**src/rtl/adc_seq_pkg.sv**
```systemverilog
// Shared types and cycle constants for the ADC conversion sequencer.
// Assumes ADC cycle numbers are counted with the start tick as cycle 1.
package adc_seq_pkg;

    typedef enum logic [1:0] {
        ST_IDLE  = 2'd0,
        ST_RUN   = 2'd1,
        ST_RECOV = 2'd2
    } seq_state_t;

    // Width of the ADC cycle counter; must hold WARM_LAST.
    localparam int CYC_W       = 5;
    // Tick number whose mid-point carries the sample strobe.
    localparam int NORM_SAMPLE = 1;
    localparam int WARM_SAMPLE = 13;
    // Tick number on which the result is written.
    localparam int NORM_LAST   = 13;
    localparam int WARM_LAST   = 25;

endpackage

```
**src/rtl/adc_tick_gen.sv**
```systemverilog
// ADC clock prescaler.
// Produces a one-cycle 'tick' at the end of each ADC clock period and a
// one-cycle 'half' at its mid-point. Period is 2^(sel+1) system cycles,
// with sel clamped to MAX_SEL. Held at zero whenever enable is low.
module adc_tick_gen #(
    parameter int SEL_W   = 3,
    parameter int MAX_SEL = 6
) (
    input  logic             clk,
    input  logic             rst_n,
    input  logic             enable,
    input  logic [SEL_W-1:0] div_sel,
    output logic             tick,
    output logic             half
);
    localparam int CNT_W = MAX_SEL + 1;

    logic [SEL_W-1:0] sel_c;
    logic [CNT_W:0]   full_div;
    logic [CNT_W-1:0] div_m1;
    logic [CNT_W-1:0] half_m1;
    logic [CNT_W-1:0] cnt;

    // Clamp the select and derive terminal and mid-point counts.
    always_comb begin
        sel_c    = (div_sel > SEL_W'(MAX_SEL)) ? SEL_W'(MAX_SEL) : div_sel;
        full_div = (CNT_W+1)'(1) << (sel_c + 1'b1);
        div_m1   = CNT_W'(full_div - 1'b1);
        half_m1  = CNT_W'((full_div >> 1) - 1'b1);
        tick     = enable && (cnt >= div_m1);
        half     = enable && (cnt == half_m1);
    end

    // Free-running divider counter, cleared while disabled.
    always_ff @(posedge clk) begin
        if (!rst_n || !enable) begin
            cnt <= '0;
        end else if (cnt >= div_m1) begin
            cnt <= '0;
        end else begin
            cnt <= cnt + 1'b1;
        end
    end

endmodule

```
**src/rtl/adc_conv_fsm.sv**
```systemverilog
// Conversion scheduler.
// Holds the start bit, counts ADC ticks within a conversion and decides
// the sample and write points. The first conversion after enable uses the
// warm-up schedule. Assumes tick and half never fall in the same cycle.
module adc_conv_fsm
    import adc_seq_pkg::*;
#(
    parameter int CW = CYC_W
) (
    input  logic clk,
    input  logic rst_n,
    input  logic enable,
    input  logic tick,
    input  logic half,
    input  logic start_set,
    input  logic free_run,
    output logic start_q,
    output logic wr_fire,
    output logic smp_pulse,
    output logic wr_pulse
);
    seq_state_t    state;
    logic [CW-1:0] cnt;
    logic [CW-1:0] cnt_nx;
    logic [CW-1:0] last_c;
    logic [CW-1:0] samp_c;
    logic          warm;

    // Select the schedule and flag the write tick.
    always_comb begin
        last_c  = warm ? CW'(WARM_LAST)   : CW'(NORM_LAST);
        samp_c  = warm ? CW'(WARM_SAMPLE) : CW'(NORM_SAMPLE);
        cnt_nx  = cnt + 1'b1;
        wr_fire = enable && tick && (state == ST_RUN) && (cnt_nx == last_c);
    end

    // State, tick count, start bit and registered strobes.
    always_ff @(posedge clk) begin
        if (!rst_n || !enable) begin
            state     <= ST_IDLE;
            cnt       <= '0;
            warm      <= 1'b1;
            start_q   <= 1'b0;
            smp_pulse <= 1'b0;
            wr_pulse  <= 1'b0;
        end else begin
            wr_pulse  <= wr_fire;
            smp_pulse <= half && (state == ST_RUN) && (cnt == samp_c);
            if (start_set) begin
                start_q <= 1'b1;
            end
            if (tick) begin
                case (state)
                    ST_IDLE: begin
                        if (start_q) begin
                            state <= ST_RUN;
                            cnt   <= CW'(1);
                        end
                    end
                    ST_RUN: begin
                        if (wr_fire) begin
                            warm <= 1'b0;
                            cnt  <= '0;
                            if (!free_run) begin
                                state   <= ST_RECOV;
                                start_q <= start_set;
                            end
                        end else begin
                            cnt <= cnt_nx;
                        end
                    end
                    ST_RECOV: state <= ST_IDLE;
                    default:  state <= ST_IDLE;
                endcase
            end
        end
    end

endmodule

```
**src/rtl/adc_result_reg.sv**
```systemverilog
// Result register and sticky completion flag.
// Captures the data word on the write decision. The flag is set by a write
// and cleared by flag_clr, with the write taking priority.
module adc_result_reg #(
    parameter int DATA_W = 10
) (
    input  logic              clk,
    input  logic              rst_n,
    input  logic              fire,
    input  logic              flag_clr,
    input  logic [DATA_W-1:0] data_in,
    output logic [DATA_W-1:0] result,
    output logic              done_flag
);
    // Capture the result word on a write.
    always_ff @(posedge clk) begin
        if (!rst_n) begin
            result <= '0;
        end else if (fire) begin
            result <= data_in;
        end
    end

    // Sticky completion flag with set priority.
    always_ff @(posedge clk) begin
        if (!rst_n) begin
            done_flag <= 1'b0;
        end else if (fire) begin
            done_flag <= 1'b1;
        end else if (flag_clr) begin
            done_flag <= 1'b0;
        end
    end

endmodule

```
**src/rtl/adc_seq_top.sv**
```systemverilog
// ADC conversion timing sequencer top level.
// Connects the prescaler, the scheduler and the result register.
// All inputs are assumed synchronous to clk.
module adc_seq_top #(
    parameter int DATA_W  = 10,
    parameter int SEL_W   = 3,
    parameter int MAX_SEL = 6
) (
    input  logic              clk,
    input  logic              rst_n,
    input  logic              enable,
    input  logic              start_set,
    input  logic              free_run,
    input  logic [SEL_W-1:0]  div_sel,
    input  logic              flag_clr,
    input  logic [DATA_W-1:0] data_in,
    output logic              start_q,
    output logic              sample_strobe,
    output logic              result_wr,
    output logic              done_flag,
    output logic [DATA_W-1:0] result
);
    logic tick;
    logic half;
    logic wr_fire;

    adc_tick_gen #(
        .SEL_W   (SEL_W),
        .MAX_SEL (MAX_SEL)
    ) u_tick (
        .clk     (clk),
        .rst_n   (rst_n),
        .enable  (enable),
        .div_sel (div_sel),
        .tick    (tick),
        .half    (half)
    );

    adc_conv_fsm u_fsm (
        .clk       (clk),
        .rst_n     (rst_n),
        .enable    (enable),
        .tick      (tick),
        .half      (half),
        .start_set (start_set),
        .free_run  (free_run),
        .start_q   (start_q),
        .wr_fire   (wr_fire),
        .smp_pulse (sample_strobe),
        .wr_pulse  (result_wr)
    );

    adc_result_reg #(
        .DATA_W (DATA_W)
    ) u_res (
        .clk       (clk),
        .rst_n     (rst_n),
        .fire      (wr_fire),
        .flag_clr  (flag_clr),
        .data_in   (data_in),
        .result    (result),
        .done_flag (done_flag)
    );

endmodule

```
**config.mk**
```make
export PLATFORM = sky130hd
export DESIGN_NAME = adc_seq_top
export DESIGN_NICKNAME = d
export VERILOG_FILES = /design/src/rtl/adc_seq_pkg.sv /design/src/rtl/adc_tick_gen.sv /design/src/rtl/adc_conv_fsm.sv /design/src/rtl/adc_result_reg.sv /design/src/rtl/adc_seq_top.sv
export SDC_FILE = /design/constraint.sdc
export NUM_CORES = 1
export LEC_CHECK = 0
export ABC_AREA = 0
export BUFFER_PORTS_ARGS = -buffer_cell sky130_fd_sc_hd__clkbuf_2
export CORE_MARGIN = 2
export CORE_UTILIZATION = 44
export CTS_CLUSTER_DIAMETER = 200
export DETAILED_ROUTE_END_ITERATION = 7
export PLACE_DENSITY_LB_ADDON = 0.08
export SYNTH_ARGS = -nofsm -noshare
export SYNTH_HDL_FRONTEND = slang
export SYNTH_SLANG_ARGS = --single-unit
```
**constraint.sdc**
```tcl
create_clock -name clk -period 3.46 [get_ports clk]
set_clock_uncertainty 0.15 [all_clocks]
set_input_delay 0.173 -clock clk [delete_from_list [all_inputs] [get_ports clk]]
set_output_delay 0.173 -clock clk [all_outputs]
set_load 0.01 [all_outputs]
```
======== Word-level counts from Yosys, hierarchy flattened ========
Cells that the tools add are included.
Widths: inputs -> output; s select.
word-level totals
  register bits ........................... 29
  input bits .............................. 19
  output and inout bits ................... 14
  word-level logic and storage cells ...... 58
operators by class
  $add $sub $neg .......................... 5
  order comparisons ....................... 2
  equal/unequal tests ..................... 7
  shift-type cells ........................ 1
  muxes and demuxes ....................... 17
  reduce and logical (&&, ||, !) cells .... 17
operator list
  cell                 count
  $mux 5               3
  $sub 7x1->7 const B  2
  $eq 5x5->1           2
  $pmux 5 s2           1
  $shl 1x3->8 const A  1
  $add 7x1->7 const B  1
  $eq 7x7->1           1
  $ge 7x7->1           1
  $logic_and 1x1->1    7
  $mux 1               7
  $mux 2               3
  $reduce_and 3->1     2
  $add 5x1->5 const B  1
  $mux 4               1
  $ne 2x1->1 const B   2
  $pmux 2 s2           1
  $reduce_and 4->1     1
  $reduce_bool 2->1    2
  $add 3x1->3 const B  1
  $gt 3x3->1 const B   1
  $mux 3               1
  $eq 2x1->1 const B   1
  $logic_not 1->1      2
  $logic_not 2->1      1
  3 further kinds      3

======== Longest topological paths before layout ========
  depth after elaboration ................. 13
  depth in mapped cells ................... 13
  mapped depth without buffers ............ 10

======== By module ========
Synthesis repeated with hierarchy kept, for this count alone.
second synthesis, totals
  cells, all modules ...................... 190
  area total of the unflattened synthesis .. 1,665.3 µm²
by module, submodules not included
  module          times used  cells each  area an instance (µm²)  seq. area each (µm²)
  adc_tick_gen    1           82          656.9                   140.1
  adc_conv_fsm    1           73          596.8                   220.2
  adc_result_reg  1           35          411.6                   220.2

======== Least setup slack after synthesis ========
Ideal clock, no wire load.
  kind .................................... in2reg
  start ................................... in div_sel[1]
  end ..................................... reg u_res.result[0]
  arrival ................................. 2.633 ns
  data required time ...................... 3.238 ns
  slack ................................... 0.605 ns
  cell stages on the path ................. 12
  path buffers ............................ 3
  path through ............................ clkbuf_1 or3_1 ha_1 nor4bb_1 a21oi_1 ha_1 nand3_1 o31a_1 buf_2 nor2_8 buf_12 mux2i_1
on the way
  word-level cells in the longest chain between the ends .. 10
ends and longest elaborated chain
  element                              line                  text
  from (decl)                          adc_seq_top.sv:14     input logic [SEL_W-1:0] div_sel,
  $gt 3x3->1                           adc_tick_gen.sv:26    sel_c = (div_sel > SEL_W'(MAX_SEL)) ? SEL_W'(MAX_SEL) : div_sel;
  $mux 3 (*)                           adc_tick_gen.sv:26
  $add 3x1->3 (*)                      adc_tick_gen.sv:27    full_div = (CNT_W+1)'(1) << (sel_c + 1'b1);
  $shl 1x3->8 (*)                      adc_tick_gen.sv:27
  $sub 7x1->7 (*)                      adc_tick_gen.sv:28    div_m1 = CNT_W'(full_div - 1'b1);
  $ge 7x7->1 (*)                       adc_tick_gen.sv:30    tick = enable && (cnt >= div_m1);
  $logic_and 1x1->1 (*)                adc_tick_gen.sv:30
  $logic_and 1x1->1 (*) (3 in series)  adc_conv_fsm.sv:34    wr_fire = enable && tick && (state == ST_RUN) && (cnt_nx == last_c);
  to (signal assigned)                 adc_result_reg.sv:20  result <= data_in;
  to (decl)                            adc_result_reg.sv:12  output logic [DATA_W-1:0] result,
Mark *: on every way between the ends. The rest lies on a longest branch, timed or not.
A chain may end at the register's enable or synchronous reset.

======== Worst setup path in the final report ========
  start ................................... in div_sel[2]
  end ..................................... reg u_res.result[1]
The elaborated chain is that of the path after synthesis.

==> flow_metrics.py <==
metrics = {
    "outcome": {
        "status": "completed",
    },
    "layout": {
        "final_common_cell": "nand2_1",
        "area_growth_pct": 19.8,
        "num_antenna_cells": 0,
        "fin_area_um2": 2030,
        "fillers": 371,
        "nets": 273,
        "drive_gt1_share_pct": 17.8,
        "final_cell_mix": "nand2_1 (33), clkbuf_2 (32), dfxtp_1 (29)",
    },
    "synthesis": {
        "synth-edff-count": 0,
        "netlist-cell-type-count": 44,
        "ys.flop_type": "dfxtp_1",
        "synth_cells": 204,
        "synth-async-reset-ratio_pct": 0,
        "synth.cell_area_um2": 1700,
        "synth.avg_cell_area_um2": 8.32,
        "yosysWarningCount": 0,
        "ys_ff_latch": 29,
        "yosysSeqAreaShare_pct": 34.2,
    },
    "clock_tree": {
        "post_cts_resized": 0,
        "cts_htree_levels": 2,
        "cts.reportedPaths.clkPinSlew_ps": 60,
        "cts.sinks": 29,
        "cts_buffers": 5,
        "clk_latency_ps": 280,
        "clockBufferDepth": 2,
        "post_cts_buffers": 0,
        "root_buffer": "clkbuf_8",
        "cts_hold_buffers": 10,
        "cts_tree": "built",
    },
    "route": {
        "vias": 1548,
        "drcViolationCount": 0,
        "drt-pass1-iter-count": 4,
        "wl_per_cell_um": 12.4,
        "wirelength_um": 3580,
        "drt_iter0_drc": 133,
        "drt-vias-per-instance": 5.34,
        "ant_nets": 0,
    },
    "timing": {
        "worst_slew_pin_slew_ps": 623,
        "tns_ps": 0,
        "holdWs_ps": 30.0,
        "post-route-period-util_pct": 83.0,
        "setup_ws_ps": 587,
        "rsz0062_at_grt": "false",
        "setup_viol": 0,
        "relSlewSlack_pct": 58.1,
        "timing_hold_violations_final": 0,
        "slew_violations": 0,
        "max_freq_mhz": 348,
        "min_period_ps": 2870,
    },
    "global_route": {
        "grt_usage_pct": 19.2,
        "grt_pass1_vias": 1517,
        "grt_first_pass_wirelength_um": 6360,
        "grt_overflow": 0,
        "antenna_found_initial": 0,
        "grt_max_degree": 26,
    },
    "worst_setup_path": {
        "worst_path_max_delay_cell": "o31a_1",
        "cp_top_family": "simple AND/OR/NAND/NOR gates",
        "crit_fanout": 15,
        "cpMostUsedCell": "ha_1",
        "arrival_ps": 2930,
        "critPathKind": "in -> reg",
        "crit_chain": "clkbuf_2 > or3_1 > ha_1 > nor4bb_1 > a21oi_1 > ha_1 > nand3_1 > o31a_1 > nor2_8 > mux2i_1",
        "cp.required_ps": 3520,
        "critPathCaptureType": "register",
        "crit_buf_inv": 1,
        "rrSetupSlack_ps": 990,
        "critical_path.startpoint_type": "input port",
        "critPathMaxStageDelay_ps": 460,
    },
    "power_and_ir_drop": {
        "power_mw": 0.682,
        "clkPwrFrac_pct": 40.4,
        "intPower_mw": 0.526,
        "p_comb_share_pct": 10.0,
        "seqPwrFrac_pct": 49.6,
        "p_sw_mw": 0.157,
        "netSwitchingFraction_pct": 22.9,
        "power.density_nw_per_um2": 335,
        "ir_drop_mv": 0.315,
        "p_leak_nw": 0.846,
    },
    "die": {
        "dieArea_um2": 4370,
        "die_x_um": 66.1,
        "start_util_pct": 46.0,
        "die_y_um": 66.1,
        "core_um2": 3690,
        "rows": 22,
        "io_pins": 33,
    },
    "placement": {
        "place_ws_ps": 294,
        "placed_area_um2": 1850,
        "io_buffers": 32,
        "gp_congestion": 0.776,
        "dp.final_hpwl_um": 2640,
    },
    "flow_run": {
        "cap_violations": 0,
    },
    "min_path": {
        "hold_class": "in -> reg",
    },
}
state kept, by name (all words and copies together) (netlist names):
register / count
u_fsm.cnt: 5
u_fsm.smp_pulse: 1
u_fsm.start_q: 1
u_fsm.state: 2
u_fsm.warm: 1
u_fsm.wr_pulse: 1
u_res.done_flag: 1
u_res.result: 10
u_tick.cnt: 7
worst paths after layout:
| path | startpoint | endpoint | cells past startpoint |
|---|---|---|---|
| hold reg to reg | u_res.result[0]$_SDFFE_PN0P_ | u_res.result[0]$_SDFFE_PN0P_ | 2 |
| setup / recovery | div_sel[2] | u_res.result[1]$_SDFFE_PN0P_ | 10 |
| setup reg to reg | u_tick.cnt[0]$_SDFF_PP0_ | u_tick.cnt[5]$_SDFF_PP0_ | 7 |
| hold / removal | start_set | u_fsm.start_q$_SDFF_PP0_ | 3 |
kinds of logic (layout without fill, tap and decap cells):
group,after synthesis,count (layout),synth area share (%)
AOI/OAI and AO/OA,36,36,14.1
xor gates and xnor gates,11,11,5.67
adders and majority gates,12,12,8.84
buffers and inverters,18,55,5.90
DFF,29,29,34.2
muxes,10,10,5.90
other,1,2,0.221
and+or+nand+nor,87,87,25.1
per-stage QoR:
stage	instances	util, %
global placement	273	50.1
detailed placement	273	50.1
CTS	290	55.2
floorplan	205	-
finish	290	55.2
global route	290	55.2
layout make-up:
cell class	instances	area (µm²)	area share (%)
inverters	5	18.8	0.923
multi-input cells	158	1020	50.2
well taps	48	60.1	2.95
repair buffers	43	268	13.2
clock buffers	7	86.3	4.24
flip-flops and latches	29	581	28.5
per-layer routing:
metal  track usage (%)  up-vias  part of all wire [%]
li1                  -      783                     -
met1              22.0      705                    43
met2              33.8       54                    49
met3              4.60        6                   6.3
met4              7.91        0                   1.6
met5                 0        -                     0
synthesized netlist by cell type, types with 3 or more instances:
master    instances  area share, %
mux2i_1          10            5.9
o211ai_1          3            1.3
clkbuf_1          9            2.0
xnor2_1           6            3.1
dfxtp_1          29             34
a21oi_1          11            3.2
o31ai_1           4            1.8
ha_1             12            8.8
nor3_1            6            1.8
nand3_1           9            2.7
or3_1             3            1.1
xor2_1            5            2.6
nand2_1          33            7.3
nand2b_1          3            1.1
inv_1             5            1.1
o21ai_0           4            1.2
nor2_1           18            4.0
tightest hold or removal path, delay by kind of cell:
kind            cells  cell delay, ps
compound gates      1             120
buf+inv             1              90
simple gates        1              40
power groups by stage:
stage	sequential, mW	clock, mW	combinational (mW)
detailed placement	0.346	0	0.0598
global placement	0.346	0	0.0575
floorplan	0.345	0	0.0413
global route	0.338	0.303	0.0781
finish	0.339	0.275	0.0683
CTS	0.338	0.289	0.0687
Note: power is estimated with default switching activity, not from simulation.
